**src/rtl/smag_addsub.sv**
```systemverilog
module smag_addsub #(
  parameter int LW = 64,
  parameter int ML = 8,
  localparam int SW = $clog2(ML + 2)
) (
  input  logic          clk,
  input  logic          rst_n,
  input  logic          start,
  input  logic          op_sub,
  input  logic          sign_a,
  input  logic          sign_b,
  input  logic [SW-1:0] len_a,
  input  logic [SW-1:0] len_b,
  input  logic [LW-1:0] limb_a,
  input  logic [LW-1:0] limb_b,
  output logic          busy,
  output logic          wr_en,
  output logic [SW-1:0] wr_idx,
  output logic [LW-1:0] dst_limb,
  output logic [LW-1:0] shd_limb,
  output logic          done,
  output logic          res_sign,
  output logic [SW-1:0] res_size,
  output logic          swap
);

  typedef enum logic [1:0] {S_IDLE, S_RUN, S_CARRY, S_FIN} st_t;

  st_t           st;
  logic          eff_sub, sub_r, sa_r, sb_r, cp, cq, nzf_p, nzf_q;
  logic [SW-1:0] n_r, la_r, lb_r, idx, nz_p, nz_q;

  wire [LW-1:0] a_z   = (idx < la_r) ? limb_a : '0;
  wire [LW-1:0] b_z   = (idx < lb_r) ? limb_b : '0;
  wire [LW-1:0] b_p   = eff_sub ? ~b_z : b_z;
  wire [LW:0]   sum_p = {1'b0, a_z} + {1'b0, b_p} + {{LW{1'b0}}, cp};
  wire [LW:0]   sum_q = {1'b0, b_z} + {1'b0, ~a_z} + {{LW{1'b0}}, cq};
  wire          run   = (st == S_RUN);
  wire          last  = (idx == n_r - SW'(1));
  wire          borrow = eff_sub & ~cp;
  wire          sel_nz = borrow ? nzf_q : nzf_p;

  assign busy     = (st != S_IDLE);
  assign done     = (st == S_FIN);
  assign wr_en    = run | (st == S_CARRY);
  assign wr_idx   = idx;
  assign dst_limb = run ? sum_p[LW-1:0] : ((st == S_CARRY) ? {{(LW-1){1'b0}}, 1'b1} : '0);
  assign shd_limb = run ? sum_q[LW-1:0] : '0;
  assign swap     = borrow;
  assign res_size = (borrow ? nz_q : nz_p) + SW'(1);
  assign res_sign = sel_nz & (borrow ? (sb_r ^ sub_r) : sa_r);

  always_ff @(posedge clk) begin
    if (!rst_n) begin
      st <= S_IDLE;
      eff_sub <= 1'b0; sub_r <= 1'b0; sa_r <= 1'b0; sb_r <= 1'b0;
      cp <= 1'b0; cq <= 1'b0; nzf_p <= 1'b0; nzf_q <= 1'b0;
      n_r <= '0; la_r <= '0; lb_r <= '0; idx <= '0; nz_p <= '0; nz_q <= '0;
    end else begin
      unique case (st)
        S_IDLE: if (start) begin
          st      <= S_RUN;
          sub_r   <= op_sub;
          sa_r    <= sign_a;
          sb_r    <= sign_b;
          la_r    <= len_a;
          lb_r    <= len_b;
          n_r     <= (len_a > len_b) ? len_a : len_b;
          eff_sub <= op_sub ^ sign_a ^ sign_b;
          cp      <= op_sub ^ sign_a ^ sign_b;
          cq      <= 1'b1;
          idx     <= '0;
          nz_p    <= '0;
          nz_q    <= '0;
          nzf_p   <= 1'b0;
          nzf_q   <= 1'b0;
        end
        S_RUN: begin
          cp <= sum_p[LW];
          cq <= sum_q[LW];
          if (sum_p[LW-1:0] != '0) begin nz_p <= idx; nzf_p <= 1'b1; end
          if (sum_q[LW-1:0] != '0) begin nz_q <= idx; nzf_q <= 1'b1; end
          if (last) begin
            if (!eff_sub && sum_p[LW]) begin
              st  <= S_CARRY;
              idx <= idx + SW'(1);
            end else begin
              st <= S_FIN;
            end
          end else begin
            idx <= idx + SW'(1);
          end
        end
        S_CARRY: begin
          nz_p  <= idx;
          nzf_p <= 1'b1;
          st    <= S_FIN;
        end
        default: st <= S_IDLE;
      endcase
    end
  end

  a_r2_idx_step: assert property (@(posedge clk) disable iff (!rst_n)
    (wr_en && $past(wr_en)) |-> (wr_idx == $past(wr_idx) + SW'(1)));

  a_r2_write_in_run: assert property (@(posedge clk) disable iff (!rst_n)
    wr_en |-> busy);

  a_r4_carry_after_sum: assert property (@(posedge clk) disable iff (!rst_n)
    (st == S_CARRY) |-> (!eff_sub && wr_idx == n_r));

  a_r5_sum_no_swap: assert property (@(posedge clk) disable iff (!rst_n)
    (done && !eff_sub) |-> !swap);

  a_r9_size_bound: assert property (@(posedge clk) disable iff (!rst_n)
    done |-> (res_size >= SW'(1) && res_size <= n_r + SW'(!eff_sub)));

  a_r10_done_pulse: assert property (@(posedge clk) disable iff (!rst_n)
    done |=> (!done && !busy));

  a_r11_start_ignored: assert property (@(posedge clk) disable iff (!rst_n)
    (busy && !done && start) |=> busy);

endmodule

```
**config.mk**
```make
export PLATFORM = sky130hd
export DESIGN_NAME = smag_addsub
export DESIGN_NICKNAME = d
export VERILOG_FILES = /design/src/rtl/smag_addsub.sv
export SDC_FILE = /design/constraint.sdc
export NUM_CORES = 1
export LEC_CHECK = 0
export CAP_MARGIN = 20
export CORE_ASPECT_RATIO = 1.1
export CORE_MARGIN = 3
export CORE_UTILIZATION = 30
export CTS_CLUSTER_SIZE = 12
export DETAILED_ROUTE_END_ITERATION = 10
export SYNTH_ARGS = -nofsm -noshare
export SYNTH_HDL_FRONTEND = slang
export SYNTH_SLANG_ARGS = --single-unit
```
**constraint.sdc**
```tcl
create_clock -name clk -period 16.7 [get_ports clk]
set_clock_uncertainty 0.1 [all_clocks]
set_input_delay 1.67 -clock clk [delete_from_list [all_inputs] [get_ports clk]]
set_output_delay 1.67 -clock clk [all_outputs]
set_load 0.1 [all_outputs]
```
Yosys cells after proc, flatten, opt, wreduce, memory -nomap -nowiden --
Index checks and enable logic that the tools add are counted.
Cells by class: $add $sub $neg 7, $mul 0, div/mod/pow operators 0, order comparisons 3, eq/ne operators 9, shifts and indexed selects 0, muxes and demuxes 31, bitwise gates (word level) 9, reduce and logical (&&, ||, !) cells 14
Operators by type and width (number):
- $mux 64 | 5
- $add 64x64->65 | 2
- $add 65x1->65 | 2
- $not 64->64 | 2
- $reduce_bool 64->1 | 2
- $mux 4 | 7
- $pmux 4 s2 | 2
- $pmux 4 s3 | 1
- $mux 1 | 9
- $reduce_and 3->1 | 3
- $add 4x1->4 const B | 2
- $lt 4x4->1 | 2
- $ne 2x1->1 const B | 3
- $pmux 1 s2 | 3
- $pmux 2 s3 | 1
- $reduce_and 2->1 | 3
- $eq 2x2->1 const B | 2
- $eq 4x4->1 | 1
- $gt 4x4->1 | 1
- $mux 2 | 2
- $reduce_bool 2->1 | 2
- $sub 4x1->4 const B | 1
- $ne 3x2->1 const B | 1
- $pmux 1 s3 | 1
- other kinds (10) | 13
Storage, ports and cells: bits in registers 34, bits in latches 0, RAM bits 0, memory bits (read-only) 0, output and inout bits 141, word-level logic and storage cells 88, memories 0

Longest topological paths before layout --
word-level depth 10, depth in mapped cells 23, gate-level depth less buffers 22

Worst setup path after synthesis --
OpenSTA, ideal clock, no wires.
kind register -> output, start reg idx[1], in the netlist wr_idx[1], end out dst_limb[43], arrival time 7.383 ns, slack 7.547 ns, stages on the path, launching flop included 16, path buffers 1, cell sequence dfxtp_1 -> ha_1 -> a21o_1 -> a21o_1 -> a21oi_1 -> clkbuf_1 -> nand2_1 -> xnor2_1 -> fa_1 -> a21o_1 -> a2111o_1 -> a2111oi_4 -> nor3b_1 -> nor2_1 -> nor2_1 -> nor4_1
Between the ends: cells in the longest elaborated chain, start to end 7, elaborated cells on any way between the ends 9, classes of those cells 2 x add/sub; 2 x order compare; 4 x mux; 1 x bitwise
RTL lines:
- start, declared | line 31 | logic [SW-1:0] n_r, la_r, lb_r, idx, nz_p, nz_q;
- start signal, assigned | line 86 | idx <= idx + SW'(1);
- start signal, assigned | line 91 | idx <= idx + SW'(1);
- $lt 4x4->1 | line 34 | wire [LW-1:0] b_z = (idx < lb_r) ? limb_b : '0;
- $mux 64 | line 34
- $not 64->64 | line 35 | wire [LW-1:0] b_p = eff_sub ? ~b_z : b_z;
- $mux 64 | line 35
- $add 64x64->65 * | line 36 | wire [LW:0] sum_p = {1'b0, a_z} + {1'b0, b_p} + {{LW{1'b0}}, cp};
- $add 65x1->65 * | line 36
- $mux 64 * | line 47 | assign dst_limb = run ? sum_p[LW-1:0] : ((st == S_CARRY) ? {{(LW-1){1'b0}}, 1'b1} : '0);
- end, declared | line 19 | output logic [LW-1:0] dst_limb,
Every way passes the cells marked *; elsewhere a longest branch is shown, timed or not.

Worst setup path after layout --
start reg idx[1], in the netlist wr_idx[1], end out dst_limb[63]
The elaborated chain is that of the path after synthesis.

==> out/qor.csv <==
metric,value,unit
synth_xor_area_share,10.9,%
num_antenna_cells,0,
critPathKind,reg2out,
hp-class,reg2reg,
period_share,53.7,%
gp_congestion,1.02,
synth-main-ff-cell,dfxtp_1,
dieWidth,210,um
setup_tns,0,ps
syn_nets,2408,
rr_startpoint,wr_idx[1],
busiest_layer,met2,
drc,0,
rsz0062_at_grt,no,
viasPerCell,5.73,
grt_overflow_total,0,
coreArea,44900,um^2
grt.met3_usage,2.31,%
crit_start,wr_idx[1],
use_met2,46.4,%
layout-drive-gt1-share,1.90,%
syn_avg_cell_area,6.49,um^2
initial_core_util,30.6,%
antenna_found_initial,1,
grt_use_total,25.7,%
status,finished clean,
startpoint_type,register,
synth_compound_area_share,29.2,%
cts.clk_slew.worst_paths,50,ps
setup_violations,0,
synthSimpleGateAreaFrac,33.5,%
syn_to_final_growth,24.5,%
io_buffer_count,282,
fill_cells,4898,
yosysWarnings,0,
place_hpwl,56.4,mm
crit_fanout,64,
postRouteAntennaNets,0,
use_met1,33.0,%
grt_max_degree,65,
dieArea,48500,um^2
stdcell_count,2892,
fin_ws,7730,ps
async_flop_share,0,%
post_cts_buffers,0,
synth_area,13800,um^2
ys_seq_area_share,4.95,%
synth_cell_type_count,95,
synth_top_family_by_area,simple AND/OR/NAND/NOR gates,
slew_viol_final,0,
grt_pass1_wl,98.2,mm
end_kind,output pin,
die_height,231,um
max_slew_margin,21.2,%
vias,16600,
tightest_slew,1170,ps
placedCellCount,2884,
rows,81,
synth-edff-count,0,
multi_input_area,12200,um^2
cts_tree,built,
hp-start,lb_r[2],
hold_violations,0,
arrival,7200,ps
drtIter0Drc,1211,
cts.htree.levels,2,
clock_latency,280,ps
clock_sinks,34,
synthAdderAreaFrac,13.6,%
first_pass_iters,6,
layout_min_cycle_time,8970,ps
pin_count,283,
grt_pass1_vias,16400,
syn_inst,2119,
postCtsHoldBufs,0,
maxCapViolCount,0,
fin_nets,2599,
ys_seq_elements,34,
cts_root_buffer,clkbuf_16,
seqCellArea,681,um^2
dp_slack,7730,ps
critPathRequiredTime,14930,ps
numCtsBuffers,5,
max_freq,0.112,GHz
cts_buffer_depth,2,
cts_resized,0,
routed_wl,65.2,mm
wire_per_inst,22.6,um
synth_mux_area_share,1.49,%
[registers in the layout, indices dropped and copies added (netlist names)]
| name | cells |
|---|---|
| la_r | 4 |
| lb_r | 4 |
| n_r | 4 |
| nz_p | 4 |
| nz_q | 4 |
| wr_idx | 4 |
| st | 2 |
| cp | 1 |
| cq | 1 |
| eff_sub | 1 |
| nzf_p | 1 |
| nzf_q | 1 |
| sa_r | 1 |
| sb_r | 1 |
| sub_r | 1 |
[metal layers]
metal	vias up	share of wire [%]
met3	71	5.7
met2	605	49
met5	-	0
met1	7860	43
met4	0	2.3
li1	8034	-
[worst paths after layout]
path | slack, ps | cells past startpoint | end
max reg2reg | 9060 | 22 | nz_p[1]
min | 350 | 2 | lb_r[2]
max | 7730 | 20 | dst_limb[63]
min reg2reg | 350 | 2 | lb_r[2]
[critical path: stages (launching register included)]
cell,delay (ps)
dfxtp_1,520
ha_1,290
a21o_1,150
a21o_1,210
a21oi_4,140
buf_4,460
nand2_1,220
xnor2_1,190
fa_1,550
a21o_1,220
a2111o_1,480
a2111oi_4,550
nor3b_1,250
o2111ai_2,260
nand2_1,180
a31oi_1,600
nor2_1,120
nor2_1,130
xor2_1,70
nor2_1,110
clkdlybuf4s50_1,1160
[cell usage after synthesis, types with 5 or more instances]
| library cell | count | area [um^2] |
|---|---|---|
| a2111oi_0 | 11 | 96.3 |
| a211o_1 | 5 | 43.8 |
| a211oi_1 | 27 | 203 |
| a21boi_0 | 8 | 60.1 |
| a21o_1 | 47 | 353 |
| a21oi_1 | 190 | 951 |
| a221oi_1 | 6 | 52.6 |
| a22o_1 | 10 | 87.6 |
| a22oi_1 | 6 | 45.0 |
| a31oi_1 | 22 | 138 |
| and2_1 | 164 | 1030 |
| and3_1 | 28 | 175 |
| and4_1 | 15 | 131 |
| clkbuf_1 | 98 | 368 |
| dfxtp_1 | 34 | 681 |
| ha_1 | 143 | 1790 |
| inv_1 | 123 | 462 |
| mux2i_1 | 16 | 160 |
| nand2_1 | 242 | 908 |
| nand2b_1 | 20 | 125 |
| nand3_1 | 38 | 190 |
| nand3b_1 | 6 | 45.0 |
| nand4_1 | 61 | 382 |
| nand4b_1 | 8 | 70.1 |
| nor2_1 | 176 | 661 |
| nor2b_1 | 14 | 87.6 |
| nor3_1 | 54 | 270 |
| nor4_1 | 29 | 181 |
| o211ai_1 | 13 | 97.6 |
| o21a_1 | 27 | 203 |
| o21ai_0 | 106 | 531 |
| o21ai_1 | 29 | 145 |
| o21bai_1 | 15 | 113 |
| o311ai_1 | 5 | 43.8 |
| o31a_1 | 5 | 43.8 |
| o31ai_1 | 18 | 135 |
| or3_1 | 20 | 125 |
| or4_1 | 8 | 60.1 |
| xnor2_1 | 130 | 1140 |
| xor2_1 | 42 | 368 |
[area by class of cell]
class / count / share of cell area [%]
clock buffers: 7 / 0.832
clock inverters: 1 / 0.0292
inverters: 123 / 2.70
multi-input cells: 1856 / 71.4
flip-flops and latches: 34 / 3.97
well taps: 581 / 4.24
repair buffers: 290 / 16.8
[cell families after synthesis]
kind of cell    after synthesis
xor+xnor                    172
flops                        34
mux                          20
simple gates                902
fa+ha+maj                   147
compound gates              615
buf+inv                     229
[per-stage QoR]
stage                     hold WS, ps  utilization (%)  instance area [um^2]
final                             354             38.2                 17100
after detailed placement          348             37.8                 17000
after CTS                         355             38.2                 17100
after global routing              373             38.2                 17100
after floorplan                   326                -                 13800
after global placement            347             37.8                 17000
[cell usage in the layout, fill, tap and decap left out, types with 34 or more instances in the layout]
master	synthesis	routed
inv_1	123	122
nand3_1	38	38
and2_1	164	164
nand2_1	242	242
o21ai_0	106	106
xnor2_1	130	130
nand4_1	61	61
nor3_1	54	54
nor2_1	176	176
a21oi_1	190	188
xor2_1	42	42
dfxtp_1	34	34
ha_1	143	142
clkdlybuf4s50_1	0	282
a21o_1	47	47
Power is not shown: default switching activity piles up to over one toggle a cycle in this logic, so the estimate is an artifact.
